## src/rtl/frame_window_pkg.sv

```systemverilog
package frame_window_pkg;

    typedef enum logic [1:0] {
        ACC_NONE  = 2'd0,
        ACC_WRITE = 2'd1,
        ACC_READ  = 2'd2
    } fw_acc_t;

    localparam logic [19:0] FW_BASE_LO_DN = 20'hA0000;
    localparam logic [19:0] FW_BASE_LO_UP = 20'hB0000;
    localparam logic [19:0] FW_BASE_HI_DN = 20'hD0000;
    localparam logic [19:0] FW_BASE_HI_UP = 20'hE0000;

endpackage

```

## src/rtl/fw_base_decode.sv

```systemverilog
module fw_base_decode #(
    parameter int HOST_AW = 20,
    parameter int WIN_BITS = 16,
    parameter logic [HOST_AW-1:0] BASE_0 = 20'hA0000,
    parameter logic [HOST_AW-1:0] BASE_1 = 20'hB0000,
    parameter logic [HOST_AW-1:0] BASE_2 = 20'hD0000,
    parameter logic [HOST_AW-1:0] BASE_3 = 20'hE0000
) (
    input  logic [HOST_AW-1:0] host_addr,
    input  logic               strap_up,
    input  logic               base_sel,
    output logic               hit
);
    localparam int TOP_W = HOST_AW - WIN_BITS;
    localparam int NUM_BASES = 4;

    logic [TOP_W-1:0] base_top [NUM_BASES];
    logic [TOP_W-1:0] match_top;
    logic [1:0]       base_idx;

    assign base_top[0] = BASE_0[HOST_AW-1:WIN_BITS];
    assign base_top[1] = BASE_1[HOST_AW-1:WIN_BITS];
    assign base_top[2] = BASE_2[HOST_AW-1:WIN_BITS];
    assign base_top[3] = BASE_3[HOST_AW-1:WIN_BITS];

    always_comb begin
        base_idx  = {base_sel, strap_up};
        match_top = base_top[base_idx];
        hit       = (host_addr[HOST_AW-1:WIN_BITS] == match_top);
    end
endmodule

```

## src/rtl/fw_addr_map.sv

```systemverilog
module fw_addr_map #(
    parameter int SIDE_BITS = 9,
    parameter int WIN_BITS = 16
) (
    input  logic [2*SIDE_BITS-WIN_BITS-1:0] page_sel,
    input  logic [WIN_BITS-1:0]             win_off,
    input  logic                            rotate,
    output logic [2*SIDE_BITS-1:0]          store_addr
);
    localparam int OFF_W = 2 * SIDE_BITS;

    logic [OFF_W-1:0] lin_off;
    logic [OFF_W-1:0] swapped;

    assign lin_off = {page_sel, win_off};

    // A column-major offset is {x, y}; the store wants {y, x}.
    for (genvar i = 0; i < SIDE_BITS; i++) begin : g_swap
        assign swapped[SIDE_BITS+i] = lin_off[i];
        assign swapped[i]           = lin_off[SIDE_BITS+i];
    end

    assign store_addr = rotate ? swapped : lin_off;
endmodule

```

## src/rtl/frame_window.sv

```systemverilog
module frame_window
    import frame_window_pkg::*;
#(
    parameter int HOST_AW = 20,
    parameter int WIN_BITS = 16,
    parameter int SIDE_BITS = 9,
    parameter int PIX_W = 8,
    parameter logic [HOST_AW-1:0] BASE_0 = FW_BASE_LO_DN,
    parameter logic [HOST_AW-1:0] BASE_1 = FW_BASE_LO_UP,
    parameter logic [HOST_AW-1:0] BASE_2 = FW_BASE_HI_DN,
    parameter logic [HOST_AW-1:0] BASE_3 = FW_BASE_HI_UP,
    localparam int OFF_W = 2 * SIDE_BITS,
    localparam int PAGE_W = OFF_W - WIN_BITS
) (
    input  logic               clk,
    input  logic               rst_n,
    input  logic [HOST_AW-1:0] host_addr,
    input  logic [PIX_W-1:0]   host_wdata,
    input  logic               host_rd,
    input  logic               host_wr,
    input  logic               strap_up,
    input  logic               base_sel,
    input  logic               ram_en,
    input  logic               rotate,
    input  logic [PAGE_W-1:0]  page_sel,
    output logic [OFF_W-1:0]   store_addr,
    output logic               store_we,
    output logic               store_re,
    output logic [PIX_W-1:0]   store_wdata,
    input  logic [PIX_W-1:0]   store_rdata,
    output logic               host_oe,
    output logic [PIX_W-1:0]   host_rdata
);
    typedef struct packed {
        logic             we;
        logic             re;
        logic [OFF_W-1:0] addr;
        logic [PIX_W-1:0] wdata;
    } fw_state_t;

    fw_state_t state_d, state_q;
    fw_acc_t   acc_d;
    logic      hit_w;
    logic [OFF_W-1:0] mapped_w;

    fw_base_decode #(
        .HOST_AW(HOST_AW), .WIN_BITS(WIN_BITS),
        .BASE_0(BASE_0), .BASE_1(BASE_1), .BASE_2(BASE_2), .BASE_3(BASE_3)
    ) u_base (
        .host_addr(host_addr),
        .strap_up(strap_up),
        .base_sel(base_sel),
        .hit(hit_w)
    );

    fw_addr_map #(
        .SIDE_BITS(SIDE_BITS), .WIN_BITS(WIN_BITS)
    ) u_map (
        .page_sel(page_sel),
        .win_off(host_addr[WIN_BITS-1:0]),
        .rotate(rotate),
        .store_addr(mapped_w)
    );

    always_comb begin
        state_d = state_q;
        acc_d   = ACC_NONE;
        if (hit_w && ram_en) begin
            if (host_wr)      acc_d = ACC_WRITE;
            else if (host_rd) acc_d = ACC_READ;
        end
        state_d.we = (acc_d == ACC_WRITE);
        state_d.re = (acc_d == ACC_READ);
        if (acc_d != ACC_NONE) state_d.addr = mapped_w;
        if (acc_d == ACC_WRITE) state_d.wdata = host_wdata;
    end

    always_ff @(posedge clk) begin
        if (!rst_n) state_q <= '0;
        else        state_q <= state_d;
    end

    assign store_addr  = state_q.addr;
    assign store_we    = state_q.we;
    assign store_re    = state_q.re;
    assign store_wdata = state_q.wdata;
    assign host_oe     = state_q.re;
    assign host_rdata  = state_q.re ? store_rdata : '0;
endmodule

```

## config.mk

```make
export PLATFORM = sky130hd
export DESIGN_NAME = frame_window
export DESIGN_NICKNAME = d
export VERILOG_FILES = /design/src/rtl/frame_window_pkg.sv /design/src/rtl/fw_base_decode.sv /design/src/rtl/fw_addr_map.sv /design/src/rtl/frame_window.sv
export SDC_FILE = /design/constraint.sdc
export NUM_CORES = 1
export LEC_CHECK = 0
export ABC_AREA = 1
export BUFFER_PORTS_ARGS = -buffer_cell sky130_fd_sc_hd__buf_2
export CAP_MARGIN = 20
export CORE_UTILIZATION = 44
export DETAILED_ROUTE_END_ITERATION = 8
export GPL_TIMING_DRIVEN = 0
export PLACE_DENSITY = 0.79
export SLEW_MARGIN = 0
export SYNTH_ARGS = -nofsm -noshare
export SYNTH_HDL_FRONTEND = slang
export SYNTH_SLANG_ARGS = --single-unit
```

## constraint.sdc

```tcl
create_clock -name clk -period 1.7 [get_ports clk]
set_clock_uncertainty 0.15 [all_clocks]
set_input_delay 0.085 -clock clk [delete_from_list [all_inputs] [get_ports clk]]
set_output_delay 0.085 -clock clk [all_outputs]
set_load 0.1 [all_outputs]
```

== Word-level counts from Yosys, hierarchy flattened ==
Cells that the tools add are included.

* $lt $le $gt $ge: 1
* Eq/ne operators: 3
* Muxes and demuxes: 8
* Bitwise operators: 1
* Reduce and logical (&&, ||, !) cells: 2

{| class="wikitable"
|+ Operators with widths
! cell !! count
|-
| two-way mux 18 bit || 1
|-
| binary-select mux 4 bit (select 2 bit) || 1
|-
| two-way mux 4 bit || 2
|-
| two-way mux 8 bit || 1
|-
| two-way mux 2 bit || 3
|-
| == test 4 bit || 1
|-
| greater-or-equal comparator 3 bit (second input constant) || 1
|-
| inverter 2 -> 3 bit || 1
|-
| == test 2 x 1 -> 1 bit (second input constant) || 1
|-
| == test 2 bit (second input constant) || 1
|-
| nonzero test 2 bit || 1
|-
| logical AND 1 bit || 1
|}

* Flip-flop bits (word level): 28
* Output and inout bits: 37

== Depth between registers and ports, before layout ==
* Word-level depth: 8
* Depth in mapped cells: 11
* Gate-level depth less buffers: 10

== By module ==
From an unflattened synthesis, not the netlist that was laid out.

* Cell total of the unflattened synthesis: 251
* Area total of the unflattened synthesis: 1565.3 um2

{| class="wikitable"
|+ By module, submodules not included
! module !! instances !! cells each !! area each (um2) !! seq. area each (um2)
|-
| frame_window || 1 || 174 || 1177.4 || 560.5
|-
| fw_addr_map || 1 || 58 || 306.5 || 0.0
|-
| fw_base_decode || 1 || 19 || 81.3 || 0.0
|}

== Least setup slack after synthesis ==
No wires, ideal clock.

* Path type: register -> output
* From: register state_q (netlist bit host_oe)
* To: output host_rdata[0]
* Arrival: 1.899 ns
* Slack: -0.434 ns
* Stages on the path, launching flop included: 4
* Buffers on the path: 1
* Cell sequence: dfxtp_1 -> clkbuf_1 -> nand2_1 -> inv_1

* Cells in the longest elaborated chain, start to end: 1

{| class="wikitable"
|+ Ends and longest elaborated chain
! what !! line !! text
|-
| start: declaration || frame_window.sv:41 || <nowiki>fw_state_t state_d, state_q;</nowiki>
|-
| start signal: assignment || frame_window.sv:80 || <nowiki>else state_q <= state_d;</nowiki>
|-
| two-way mux 8 bit || frame_window.sv:88 || <nowiki>assign host_rdata = state_q.re ? store_rdata : '0;</nowiki>
|-
| end: declaration || frame_window.sv:32 || <nowiki>output logic [PIX_W-1:0] host_rdata</nowiki>
|}

No other way between the ends.

== Worst setup path in the final report ==
* From: input host_addr[0]
* To: register state_q (netlist bit store_addr[9])

* Cells in the longest elaborated chain, start to end: 1

{| class="wikitable"
|+ Ends and longest elaborated chain
! what !! line !! text
|-
| start: declaration || frame_window.sv:17 || <nowiki>input logic [HOST_AW-1:0] host_addr,</nowiki>
|-
| two-way mux 18 bit || fw_addr_map.sv:23 || <nowiki>assign store_addr = rotate ? swapped : lin_off;</nowiki>
|}

No other way between the ends.
A chain may end at the register's enable or synchronous reset.

==> impl_results.md <==
- Routed wire length: 5130 microns
- Initial antenna violation count: 1
- Row cnt: 20
- Gr usage total: 28.7%
- Fill cells: 217
- Final setup fails: 0
- Detailed Routing Iterations Pass 1: 4
- Detailed Route Iter0 Violations: 71
- Clock transition at path regs: 140 ps
- Syn_area_per_cell: 6.95 sq um
- Routed Antenna Nets: 0
- Crit. End Element: register
- Synth Warn #: 0
- Design area: 2400 sq um
- Tcrit/Tclk final: 99.5%
- CP required: 1790 ps
- Post-Syn Area: 1510 sq um
- Clk_lat worst skew: 340 ps
- RePlAce Congestion: 0.826
- Die Y: 60.5 microns
- Die ar.: between 3000 and 4000 sq um
- GRT overflow: 0
- Vias in the first global route: between 1500 and 2000
- Slew HR: 67.0%
- Startpoint class of the critical path: input port
- Layout cells sized above 1: 37.0%
- R2R cell count: 4
- Leak pwr: 1.26 nW
- Fin. max-slew vios: 0
- Avg Vias per Cell: 4.85
- CP Max Fanout: 2
- Register-to-register setup slack: 790 ps
- I/O pin total: 83
- Worst Path Arrival: roughly 1800 ps
- Peak supply drop: between 500 and 600 uV
- Final Hold Vio Count: 0
- Worst slack, placed: 69.5 ps
- Yosys cell types: 16
- FMAX: approximately 0.59 GHz
- Hold Path End: store_addr[0]
- Fin crit period: around 1700 ps
- Fin Setup TNS: 0 ps
- Layout area overhead: 59.3%
- Status: finished clean
- Hold Startpoint: host_addr[9]
- Core ar.: ~3200 sq um
- RSZ-0062 raised after global routing: no
- DRC Markers: 0
- Num Clock Sinks: 28
- Register area share after synthesis: 37.2%
- Hpwl dp: 2750 microns
- Final worst setup slack: 7.91 ps
- Post-place instance area: 1990 sq um
- Clock root buffer: clkbuf_4
- Max Buffers Root-to-Sink: 2
- Hold Path Class: in2reg
- Num CTS Buffers: 3
- Post-synthesis cell count: 217
- Hold-critical path depth: 4
- Reg2reg start: store_addr[9]
- Die width: 60.5 microns
- Clock H-tree levels: 1
- Max_cap viols: 0
- Synth Net Count: 264
- Vias: 1844
- Port buffer count: 80
- First-pass GRT wire length: 7630 microns
- Initial cell density of the core: between 40% and 50%
- Nets: about 380
- Largest net degree at the start of global routing: 16
- Setup CP Type: in2reg
- Least-Margin Pin Slew: around 500 ps
- TritonCTS clock tree: done
- Post-synthesis register bit count: 28
- Post-layout util: 76.2%
- Wirelength per Cell: 13.5 microns
- R2R Path End: store_addr[9]
- Power per cell area: 602 nW/um^2
[area by class of cell]
cell class                      instances  area (sq um)  area share [%]
Sequential cell                        28           562            23.4
Antenna cell                            1          2.50           0.104
Multi-Input combinational cell        140           733            30.5
Clock buffer                            4          36.3            1.51
Timing Repair Buffer                  115           771            32.1
Inverter                               37           169            7.03
Tap cell                               44          55.1            2.29
Buffer                                 11          73.8            3.07
[registers in the layout, summed over array words and instances (netlist names)]
register     cells
store_addr      18
host_oe          1
store_wdata      8
store_we         1
[worst max path at each step]
| stage | start | endpoint | slack (ps) | depth (start not counted) |
|---|---|---|---|---|
| 6_report | host_addr[0] | store_addr[9] | 8 | 6 |
| 5_1_grt | host_addr[0] | store_addr[9] | 10 | 6 |
| 4_1_cts | page_sel[0] | store_addr[7] | 110 | 6 |
| 3_5_place_dp | base_sel | store_wdata[4] | 70 | 10 |
| 3_3_place_gp | base_sel | store_addr[0] | 80 | 10 |
| 2_1_floorplan | host_oe | host_rdata[0] | 70 | 3 |
[kinds of logic after synthesis]
logic type | count (synthesis) | share of synthesized area [%]
muxes | 18 | 13.4
AOI/OAI and AO/OA | 9 | 4.07
DFF | 28 | 37.2
and+or+nand+nor | 112 | 30.1
adders and majority gates | 1 | 0.830
buffers and inverters | 49 | 14.4
[per-stage QoR]
step | hold slack [ps] | power (mW) | std cells
2_1_floorplan | 73.2 | 0.938 | 217
4_1_cts | 17.4 | 1.43 | 380
5_1_grt | 28.8 | 1.50 | 380
3_5_place_dp | 226 | 1.03 | 341
3_3_place_gp | 221 | 1.03 | 341
6_report | 27.4 | 1.45 | 380
[metal layers]
metal | GRT usage [%] | wire, microns | vias to the layer above
met4 | 23.7 | 382 | 0
met5 | 0 | 0 | -
met2 | 51.5 | 2460 | 120
met1 | 28.8 | 1880 | 802
li1 | - | - | 890
met3 | 5.33 | 398 | 32
[synth_stat cells, drive strengths merged]
master  count  share of area [%]
a21oi       8                2.7
buf         8                4.1
clkbuf      4                1.0
clkinv      1               0.25
dfxtp      28                 37
ha          1               0.83
inv        36                9.0
mux2       18                 13
nand2      62                 15
nand3       1               0.66
nand4       9                3.7
nor2       40                 10
o211ai      1                1.4
[worst max-delay path: stages]
cell and delay [ps]:
dlygate4sd3_1 550, buf_2 130, mux2_2 250, dlygate4sd3_1 580
nor2_2 110, nor2_1 70
[cell usage in the layout, fill, tap and decap left out, types with 2 or more instances in the layout]
| cell | netlist | final |
|---|---|---|
| clkbuf_4 | 0 | 3 |
| nor2_2 | 2 | 3 |
| nor2_1 | 38 | 37 |
| a21oi_1 | 8 | 8 |
| nand4_1 | 9 | 9 |
| nand2_1 | 62 | 62 |
| mux2_2 | 18 | 18 |
| dlygate4sd3_1 | 0 | 35 |
| clkinvlp_4 | 0 | 8 |
| clkbuf_1 | 4 | 3 |
| buf_2 | 2 | 74 |
| dfxtp_1 | 28 | 27 |
| buf_4 | 4 | 12 |
| buf_6 | 2 | 2 |
| inv_1 | 36 | 28 |
[where the power goes]
| group | internal [mW] | switching [mW] |
|---|---|---|
| logic | 0.169 | 0.258 |
| registers | 0.673 | 0.00783 |
| clock network | 0.131 | 0.207 |
[repair_timing]
item | 4_1_cts | 5_1_grt
setup endpoints to repair | 8 | 2
buffers inserted | 0 | 0
pin swaps | 0 | 2
hold buffers | 36 | 0
hold endpoints to repair | 26 | 0
resized for setup | 8 | 1
Note: power is estimated with default switching activity, not from simulation.
